### src/rtl/txdma_pkg.sv
package txdma_pkg;
  // word 0 bit positions
  localparam int OWN_BIT   = 31;
  localparam int IOC_BIT   = 30;
  localparam int LAST_BIT  = 29;
  localparam int FIRST_BIT = 28;
  localparam int CHAIN_BIT = 20;
  localparam int ERR_BIT   = 0;

  localparam int STATUS_W  = 2;

  typedef enum logic [2:0] {A_W0, A_W1, A_W2, A_W3, A_BUF} addrSel_t;

  typedef enum logic [3:0] {
    S_IDLE, S_RD0, S_RD1, S_RD2, S_RD3, S_RDBUF, S_EMIT, S_WB, S_SUSP
  } state_t;

  typedef struct packed {
    logic     loadBase;
    logic     takeW0;
    logic     takeCnt;
    logic     takeBuf;
    logic     takeNext;
    logic     takeWord;
    logic     byteStep;
    logic     advance;
    logic     setDone;
    logic     setUnavail;
    addrSel_t addrSel;
  } ctrlStrobe_t;

  typedef struct packed {
    logic rdOwned;
    logic singleBuf;
    logic zeroCnt;
    logic ioc;
    logic lastByte;
    logic wordEnd;
  } dpFlags_t;
endpackage

### src/rtl/txdma_datapath.sv
module txdma_datapath
  import txdma_pkg::*;
#(
  parameter int AW    = 32,
  parameter int CNT_W = 13
) (
  input  logic                clk,
  input  logic                rstN,
  input  logic [AW-1:0]       listBase,
  input  ctrlStrobe_t         strobe,
  input  logic [31:0]         memRdata,
  input  logic [STATUS_W-1:0] statusClr,
  input  logic [STATUS_W-1:0] irqEn,
  output dpFlags_t            flags,
  output logic [AW-1:0]       memAddr,
  output logic [31:0]         memWdata,
  output logic [7:0]          txData,
  output logic [STATUS_W-1:0] status,
  output logic                irq
);
  localparam int LANES  = 4;
  localparam int LANE_W = $clog2(LANES);
  localparam logic [AW-1:0] OFF1 = AW'(LANES);
  localparam logic [AW-1:0] OFF2 = AW'(LANES * 2);
  localparam logic [AW-1:0] OFF3 = AW'(LANES * 3);

  logic [AW-1:0]       descAddr, nextAddr, bufPtr;
  logic [31:0]         w0Reg, wordReg;
  logic [CNT_W-1:0]    cntRemain;
  logic [LANE_W-1:0]   byteIdx;
  logic [STATUS_W-1:0] statusReg, setVec;

  always_ff @(posedge clk or negedge rstN) begin
    if (!rstN) begin
      descAddr  <= '0;
      nextAddr  <= '0;
      bufPtr    <= '0;
      w0Reg     <= '0;
      wordReg   <= '0;
      cntRemain <= '0;
      byteIdx   <= '0;
    end else begin
      if (strobe.loadBase)     descAddr <= listBase;
      else if (strobe.advance) descAddr <= w0Reg[CHAIN_BIT] ? nextAddr : listBase;

      if (strobe.takeW0) w0Reg <= memRdata;

      if (strobe.takeCnt)       cntRemain <= memRdata[CNT_W-1:0];
      else if (strobe.byteStep) cntRemain <= cntRemain - 1'b1;

      if (strobe.takeBuf)
        bufPtr <= {memRdata[AW-1:LANE_W], {LANE_W{1'b0}}};
      else if (strobe.byteStep && byteIdx == LANE_W'(LANES - 1))
        bufPtr <= bufPtr + OFF1;

      if (strobe.takeBuf)       byteIdx <= '0;
      else if (strobe.byteStep) byteIdx <= byteIdx + 1'b1;

      if (strobe.takeNext) nextAddr <= memRdata[AW-1:0];
      if (strobe.takeWord) wordReg  <= memRdata;
    end
  end

  // sticky status, set has priority over clear
  assign setVec = {strobe.setUnavail, strobe.setDone};

  always_ff @(posedge clk or negedge rstN) begin
    if (!rstN) statusReg <= '0;
    else       statusReg <= (statusReg & ~statusClr) | setVec;
  end

  assign status = statusReg;
  assign irq    = |(statusReg & irqEn);

  always_comb begin
    unique case (strobe.addrSel)
      A_W1:    memAddr = descAddr + OFF1;
      A_W2:    memAddr = descAddr + OFF2;
      A_W3:    memAddr = descAddr + OFF3;
      A_BUF:   memAddr = bufPtr;
      default: memAddr = descAddr;
    endcase
  end

  always_comb begin
    memWdata          = w0Reg;
    memWdata[OWN_BIT] = 1'b0;
    memWdata[ERR_BIT] = ~flags.singleBuf;
  end

  assign txData = wordReg[{byteIdx, 3'b000} +: 8];

  assign flags.rdOwned   = memRdata[OWN_BIT];
  assign flags.singleBuf = w0Reg[FIRST_BIT] & w0Reg[LAST_BIT];
  assign flags.zeroCnt   = (cntRemain == '0);
  assign flags.ioc       = w0Reg[IOC_BIT];
  assign flags.lastByte  = (cntRemain == CNT_W'(1));
  assign flags.wordEnd   = (byteIdx == LANE_W'(LANES - 1));


  statusSticky_chk: assert property (@(posedge clk) disable iff (!rstN)
    1'b1 |=> ((statusReg & $past(statusReg & ~statusClr)) == $past(statusReg & ~statusClr)));


  cntUnderflow_chk: assert property (@(posedge clk) disable iff (!rstN)
    strobe.byteStep |-> (cntRemain != '0));
endmodule

### src/rtl/txdma_ctrl.sv
module txdma_ctrl
  import txdma_pkg::*;
(
  input  logic        clk,
  input  logic        rstN,
  input  logic        startEn,
  input  logic        pollDemand,
  input  logic        memAck,
  input  logic        txReady,
  input  dpFlags_t    flags,
  output ctrlStrobe_t strobe,
  output logic        memReq,
  output logic        memWe,
  output logic        txValid,
  output logic        txLast
);
  state_t state, nxt;

  always_ff @(posedge clk or negedge rstN) begin
    if (!rstN) state <= S_IDLE;
    else       state <= nxt;
  end

  always_comb begin
    nxt            = state;
    strobe         = '0;
    strobe.addrSel = A_W0;
    memReq         = 1'b0;
    memWe          = 1'b0;
    txValid        = 1'b0;
    unique case (state)
      S_IDLE: if (startEn) begin
        strobe.loadBase = 1'b1;
        nxt             = S_RD0;
      end
      S_RD0: begin
        memReq = 1'b1;
        if (memAck) begin
          strobe.takeW0 = 1'b1;
          if (flags.rdOwned) nxt = S_RD1;
          else begin
            strobe.setUnavail = 1'b1;
            nxt               = S_SUSP;
          end
        end
      end
      S_RD1: begin
        memReq         = 1'b1;
        strobe.addrSel = A_W1;
        if (memAck) begin
          strobe.takeCnt = 1'b1;
          nxt            = S_RD2;
        end
      end
      S_RD2: begin
        memReq         = 1'b1;
        strobe.addrSel = A_W2;
        if (memAck) begin
          strobe.takeBuf = 1'b1;
          nxt            = S_RD3;
        end
      end
      S_RD3: begin
        memReq         = 1'b1;
        strobe.addrSel = A_W3;
        if (memAck) begin
          strobe.takeNext = 1'b1;
          nxt = (!flags.singleBuf || flags.zeroCnt) ? S_WB : S_RDBUF;
        end
      end
      S_RDBUF: begin
        memReq         = 1'b1;
        strobe.addrSel = A_BUF;
        if (memAck) begin
          strobe.takeWord = 1'b1;
          nxt             = S_EMIT;
        end
      end
      S_EMIT: begin
        txValid = 1'b1;
        if (txReady) begin
          strobe.byteStep = 1'b1;
          if (flags.lastByte)     nxt = S_WB;
          else if (flags.wordEnd) nxt = S_RDBUF;
        end
      end
      S_WB: begin
        memReq = 1'b1;
        memWe  = 1'b1;
        if (memAck) begin
          strobe.advance = 1'b1;
          strobe.setDone = flags.ioc;
          nxt            = startEn ? S_RD0 : S_IDLE;
        end
      end
      S_SUSP: begin
        if (!startEn)        nxt = S_IDLE;
        else if (pollDemand) nxt = S_RD0;
      end
      default: nxt = S_IDLE;
    endcase
  end

  assign txLast = txValid & flags.lastByte;


  suspendQuiet_chk: assert property (@(posedge clk) disable iff (!rstN)
    (state == S_SUSP && !pollDemand) |=> !memReq);


  holdValid_chk: assert property (@(posedge clk) disable iff (!rstN)
    (txValid && !txReady) |=> txValid);
endmodule

### src/rtl/txdma_top.sv
module txdma_top
  import txdma_pkg::*;
#(
  parameter int AW    = 32,
  parameter int CNT_W = 13
) (
  input  logic          clk,
  input  logic          rstN,
  input  logic          startEn,
  input  logic [AW-1:0] listBase,
  input  logic          pollDemand,
  input  logic [1:0]    statusClr,
  input  logic [1:0]    irqEn,
  output logic [1:0]    status,
  output logic          irq,
  output logic          memReq,
  output logic          memWe,
  output logic [AW-1:0] memAddr,
  output logic [31:0]   memWdata,
  input  logic [31:0]   memRdata,
  input  logic          memAck,
  output logic [7:0]    txData,
  output logic          txValid,
  output logic          txLast,
  input  logic          txReady
);
  ctrlStrobe_t strobe;
  dpFlags_t    flags;

  txdma_ctrl u_ctrl (
    .clk, .rstN, .startEn, .pollDemand, .memAck, .txReady,
    .flags, .strobe, .memReq, .memWe, .txValid, .txLast
  );

  txdma_datapath #(.AW(AW), .CNT_W(CNT_W)) u_dp (
    .clk, .rstN, .listBase, .strobe, .memRdata, .statusClr, .irqEn,
    .flags, .memAddr, .memWdata, .txData, .status, .irq
  );


  memHold_chk: assert property (@(posedge clk) disable iff (!rstN)
    (memReq && !memAck) |=> (memReq && $stable(memAddr) && $stable(memWe)));


  wbOwn_chk: assert property (@(posedge clk) disable iff (!rstN)
    (memReq && memWe) |-> !memWdata[OWN_BIT]);


  txHold_chk: assert property (@(posedge clk) disable iff (!rstN)
    (txValid && !txReady) |=> ($stable(txData) && $stable(txLast)));


  lastValid_chk: assert property (@(posedge clk) disable iff (!rstN)
    txLast |-> txValid);
endmodule

### config.mk
export PLATFORM = sky130hd
export DESIGN_NAME = txdma_top
export DESIGN_NICKNAME = d
export VERILOG_FILES = /design/src/rtl/txdma_pkg.sv /design/src/rtl/txdma_datapath.sv /design/src/rtl/txdma_ctrl.sv /design/src/rtl/txdma_top.sv
export SDC_FILE = /design/constraint.sdc
export NUM_CORES = 1
export LEC_CHECK = 0
export BUFFER_PORTS_ARGS = -buffer_cell sky130_fd_sc_hd__buf_4
export CAP_MARGIN = 20
export CORE_ASPECT_RATIO = 1.75
export CORE_UTILIZATION = 52
export CTS_CLUSTER_SIZE = 14
export DETAILED_ROUTE_END_ITERATION = 6
export PLACE_DENSITY = 0.84
export SLEW_MARGIN = 0
export SYNTH_ARGS = -nofsm -noshare
export SYNTH_HDL_FRONTEND = slang
export SYNTH_SLANG_ARGS = --single-unit
### constraint.sdc
create_clock -name clk -period 3.3 [get_ports clk]
set_clock_uncertainty 0.15 [all_clocks]
set_input_delay 0.66 -clock clk [delete_from_list [all_inputs] [get_ports clk]]
set_output_delay 0.66 -clock clk [all_outputs]
set_load 0.005 [all_outputs]
Yosys cells after proc, flatten, opt, wreduce, memory -nomap -nowiden. Index checks and enable logic that the tools add are counted. W data, S select, Z words.

Register bits: 180. Bits of input ports: 74. Logic and storage cells: 104.

$add $sub $neg: 6. Equality and inequality tests: 24. Shift operators: 1. Muxes and demuxes: 45. Bitwise logic cells: 7. Reduce and logical (&&, ||, !) cells: 12.

Operator list (count): $mux W32 (5); $pmux W32 S4 (1); $add A32 B3 Y32 const B (2); $add A32 B4 Y32 const B (2); $mux W4 (13); $pmux W4 S9 (1); $shiftx A32 B6 Y8 (1); $mux W13 (2); $mux W1 (17); $eq A4 B3 Y1 const B (4); $ne A2 B2 Y1 const B (8); $eq A13 B1 Y1 const B (1); $logic_not A13 Y1 (1); $sub A13 B1 Y13 const B (1); $pmux W3 S4 (1); $mux W2 (5); $reduce_and A10 Y1 (1); $eq A4 B2 Y1 const B (2); $reduce_bool A2 Y1 (4); $eq A3 B2 Y1 const B (2); $reduce_or A6 Y1 (1); $and A2 B2 Y2 (2); $eq A4 B1 Y1 const B (1); $eq A4 B4 Y1 const B (1); 15 further kinds (16).

Longest topological paths before layout.
Depth in word-level cells: 6. Gate-level depth with buffers: 10.

By module. Synthesis repeated with hierarchy kept, for this count alone.

Cells, all modules: 1050. Area total of the unflattened synthesis: 10218.6 µm².

Modules (own cells, without submodules): txdma_datapath (instances 1, cells each 991, area each 9778.1 µm²); txdma_ctrl (instances 1, cells each 59, area each 440.4 µm²).

Least setup slack after synthesis. OpenSTA, ideal clock, no wires.

Kind: reg2out. Start point: reg u_ctrl.state[1]. End point: out memAddr[28]. Arrival time: 2.475 ns. Setup slack: 0.015 ns. Cell stages (with the launch flop): 10. Path buffers: 2. Cells stage by stage: dfrtp_1 buf_6 clkbuf_1 nor3_1 inv_1 fa_1 nand2b_1 o22ai_1 nand2_1 o311ai_0.

Longest elaborated chain between the ends: 4. Elaborated cells between the ends (all ways): 10. Those cells by class: eq/ne: 8; mux: 2.

RTL lines: from (decl) (RTL line txdma_ctrl.sv:17) `state_t state, nxt;`; from (signal assigned) (RTL line txdma_ctrl.sv:21) `else state <= nxt;`; $eq A4 B3 Y1 or $eq A4 B2 Y1 (tied branches) (RTL line txdma_ctrl.sv:31) `unique case (state)`; $pmux W3 S4 * (RTL line txdma_ctrl.sv:31); $eq A3 B3 Y1, or another cell as far along (RTL line txdma_datapath.sv:76) `unique case (strobe.addrSel)`; $pmux W32 S4 * (RTL line txdma_datapath.sv:76); to (decl) (RTL line txdma_top.sv:18) `output logic [AW-1:0] memAddr,`.

Mark *: on every way between the ends. The rest lies on a longest branch, timed or not.

Worst setup path after layout.
Start point: reg u_ctrl.state[2]. End point: out memAddr[21].

Same word-level chain as after synthesis.

==> results.yml <==
sta:
  tns_ns: -2.96
  setup_ws_ns: -0.209
  clock.fmax_mhz: 285
  fin_crit_sh: 1.06
  tightest_slew_ns: 0.712
  rsz0062_at_grt: "yes"
  setup_viol: 24
  holdWs_ns: 0.0614
  min_period_ns: 3.51
  drv_slew: 0
  hold_viol_final: 0
  relSlewSlack: 0.525
floorplanning:
  start_util: 0.536
  coreArea_mm2: 0.0181
  num_rows: 65
  io_pins: 153
  chipHeight_um: 183
  die_w_um: 105
  die_area_mm2: 0.0193
critical_path:
  arrival_ns: 2.70
  critPathKind: "flip-flop to primary output"
  cp-start-kind: "flip-flop"
  cp.required_ns: 2.49
  endpoint_kind: "primary output"
  critPathMaxFanout: 3
detailed_routing:
  drt_iter0_drc: 863
  vias: 8878
  drt-total-wl_um: 31700
  vias_per_cell: 6.32
  drtAntennaViolNets: 0
  drt-pass1-iter-count: 6
  route.detailed.drc: 0
  wire_per_inst_um: 22.5
yosys:
  ys_seq_area_frac: 0.456
  synthArstFlopShare: 1.00
  syn_area_per_cell_um2: 9.89
  ys_warn_count: 0
  synthXorXnorAreaFrac: 0.0306
  synth_nets: 1063
  synthCells: 982
  synthSimpleGateAreaFrac: 0.172
  synth-seq-cells: 177
  synth_area_mm2: 0.00972
  synth_top_family_by_area: "simple AND/OR/NAND/NOR gates"
  synth_compound_area_frac: 0.131
  synth-edff-count: 0
  muxShareOfSynthArea: 0.164
  synth_flop_cell: "dfrtp_1"
  ys_types: 67
  yosys.area_share.adder: 0.00979
flow_run:
  maxCapViolations: 0
power_and_ir_drop:
  ir_drop_mv: 0.607
  power_frac_clock: 0.156
  p_leak_nw: 5.39
  combPwrFrac: 0.507
  intPower_w: 0.00773
  switching_share: 0.410
  power_density_mw_per_mm2: 1050
  power_switching_w: 0.00537
  seqPwrFrac: 0.337
grt:
  first_global_vias: 9039
  antenna_found_initial: 0
  grt_pass1_wl_um: 48900
  grt_util_all_layers: 0.335
  grt_max_degree: 76
  grt-ovfl-total: 0
cells_and_area:
  antennaDiodeCount: 0
  fin_area_mm2: 0.0124
  area_delta_synth_final_pct: 27.9
  layout.nets: 1239
  drive_above_1_share: 0.364
  fin_cells: 1405
  post-route-util: 0.685
  num-fill-cells: 1330
hold_path:
  min_path_type: "input port to asynchronous set/reset pin"
clocking:
  ctsHoldBuffers: 0
  clk_path_buf_depth: 2
  cts.clk_slew.worst_paths_ns: 0.07
  clock-sinks: 177
  cts_tree: "done"
  clk_latency_ns: 0.43
  cts_buffers: 17
  h-tree-depth: 4
  cts_root_buf: "clkbuf_16"
place:
  dp.cells: 1358
  placed_area_mm2: 0.0113
  io_buffer_count: 151
  gp_congestion: 0.972
  hpwl_um: 22800
run_status:
  status: "finished, violations left"
  failed_checks: "setup timing"
[power by group through the flow]
stage	Clock (W)	Combinational [W]	Sequential (W)
after detailed placement	0	0.00601	0.00432
after floorplan	0	0.00377	0.00388
final	0.00205	0.00664	0.00441
after global routing	0.00213	0.00715	0.00451
after CTS	0.00205	0.00642	0.00433
after global placement	0	0.00587	0.00426
[state kept, by name, summed over array words and instances, names as in the netlist]
| signal | flops |
|---|---|
| u_ctrl.state | 4 |
| u_dp.bufPtr | 30 |
| u_dp.byteIdx | 2 |
| u_dp.cntRemain | 13 |
| u_dp.descAddr | 32 |
| u_dp.nextAddr | 32 |
| u_dp.status | 2 |
| u_dp.w0Reg | 30 |
| u_dp.wordReg | 32 |
[metal layers]
metal / GRT usage / vias up / share of wire
met5: 0 / - / 0
li1: - / 3947 / -
met4: 0.237 / 0 / 0.069
met2: 0.586 / 481 / 0.51
met1: 0.376 / 4301 / 0.35
met3: 0.0423 / 149 / 0.066
[worst paths after layout]
check	cells past startpoint	endpoint	slack [ns]	startpoint
min reg2reg	1	u_dp.wordReg[26]	0.35	u_dp.wordReg[26]
min in group clk	2	u_dp.status[0]	0.26	statusClr[0]
max in group asynchronous	2	u_dp.descAddr[10]	2.07	rstN
min	1	u_dp.w0Reg[16]	0.06	rstN
max	11	memAddr[21]	-0.21	u_ctrl.state[2]
max reg2reg	8	u_dp.bufPtr[25]	0.51	u_ctrl.state[0]
[cell type report]
cell class | count | area [µm²] | share of cell area
tap | 234 | 293 | 0.0236
multi-input combinational | 723 | 5290 | 0.425
clock buffer | 18 | 439 | 0.0353
sequential | 177 | 4430 | 0.357
inverter | 18 | 67.6 | 0.00544
clock inverter | 14 | 156 | 0.0126
timing repair buffer | 221 | 1750 | 0.141
[critical path, stage by stage, from the launching register on]
cell	delay [ns]
dfrtp_1	0.42
nand2b_4	0.10
nor3_4	0.04
ha_2	0.31
a21o_1	0.18
nand2_2	0.08
o32a_1	0.36
nand2b_4	0.18
buf_6	0.12
o211ai_1	0.19
o311ai_2	0.15
buf_4	0.16
[cells by family after synthesis]
group / after synthesis
AND/OR/NAND/NOR: 344
multiplexers: 137
flip-flops: 177
buffers and inverters: 82
XOR/XNOR: 34
other: 1
adder cells (fa/ha/maj): 7
AO/OA/AOI/OAI: 200
[stage by stage]
| step | setup slack (ns) | power, W |
|---|---|---|
| finish | -0.209 | 0.0131 |
| global route | -0.310 | 0.0138 |
| global placement | 0.0108 | 0.0101 |
| detailed placement | -0.0686 | 0.0103 |
| CTS | -0.252 | 0.0128 |
| floorplan | 0.0148 | 0.00764 |
[cells in the mapped netlist, drive strengths merged, types with 6 or more instances]
cell type	count	area [µm²]
mux4	8	180
buf	28	153
o21ai	48	244
nand2	106	398
a22oi	6	45.0
or3	6	37.5
mux2i	33	330
nand4	20	131
and2	7	43.8
and3	7	43.8
nor2	83	317
and4	7	61.3
nor4	12	81.3
nand3	38	190
nand2b	6	37.5
inv	18	67.6
mux2	96	1080
ha	6	75.1
a221o	6	60.1
o311ai	15	131
o22ai	8	50.1
nor3	33	165
xor2	14	123
a21oi	66	330
o221ai	9	78.8
clkbuf	36	136
o211ai	14	105
xnor2	20	175
dfrtp	177	4430
[cells in the final DEF, fill, tap and decap left out, drive strengths merged, types with 6 or more instances in the layout]
cell type / n
a21oi: 66
a221o: 6
a22oi: 6
and2: 7
and3: 7
and4: 7
buf: 221
clkbuf: 18
clkinv: 6
dfrtp: 177
ha: 6
inv: 22
mux2: 96
mux2i: 33
mux4: 8
nand2: 106
nand2b: 6
nand3: 38
nand4: 20
nor2: 83
nor3: 33
nor4: 12
o211ai: 14
o21ai: 48
o221ai: 9
o22ai: 8
o311ai: 15
or3: 6
xnor2: 20
xor2: 14
[what timing repair did]
item,4_1_cts,5_1_grt
pin swaps,41,14
setup endpoints to repair,25,27
cloned,0,0
buffers inserted,13,5
gates resized for setup,81,23
Power figures use the tool's default switching activity.
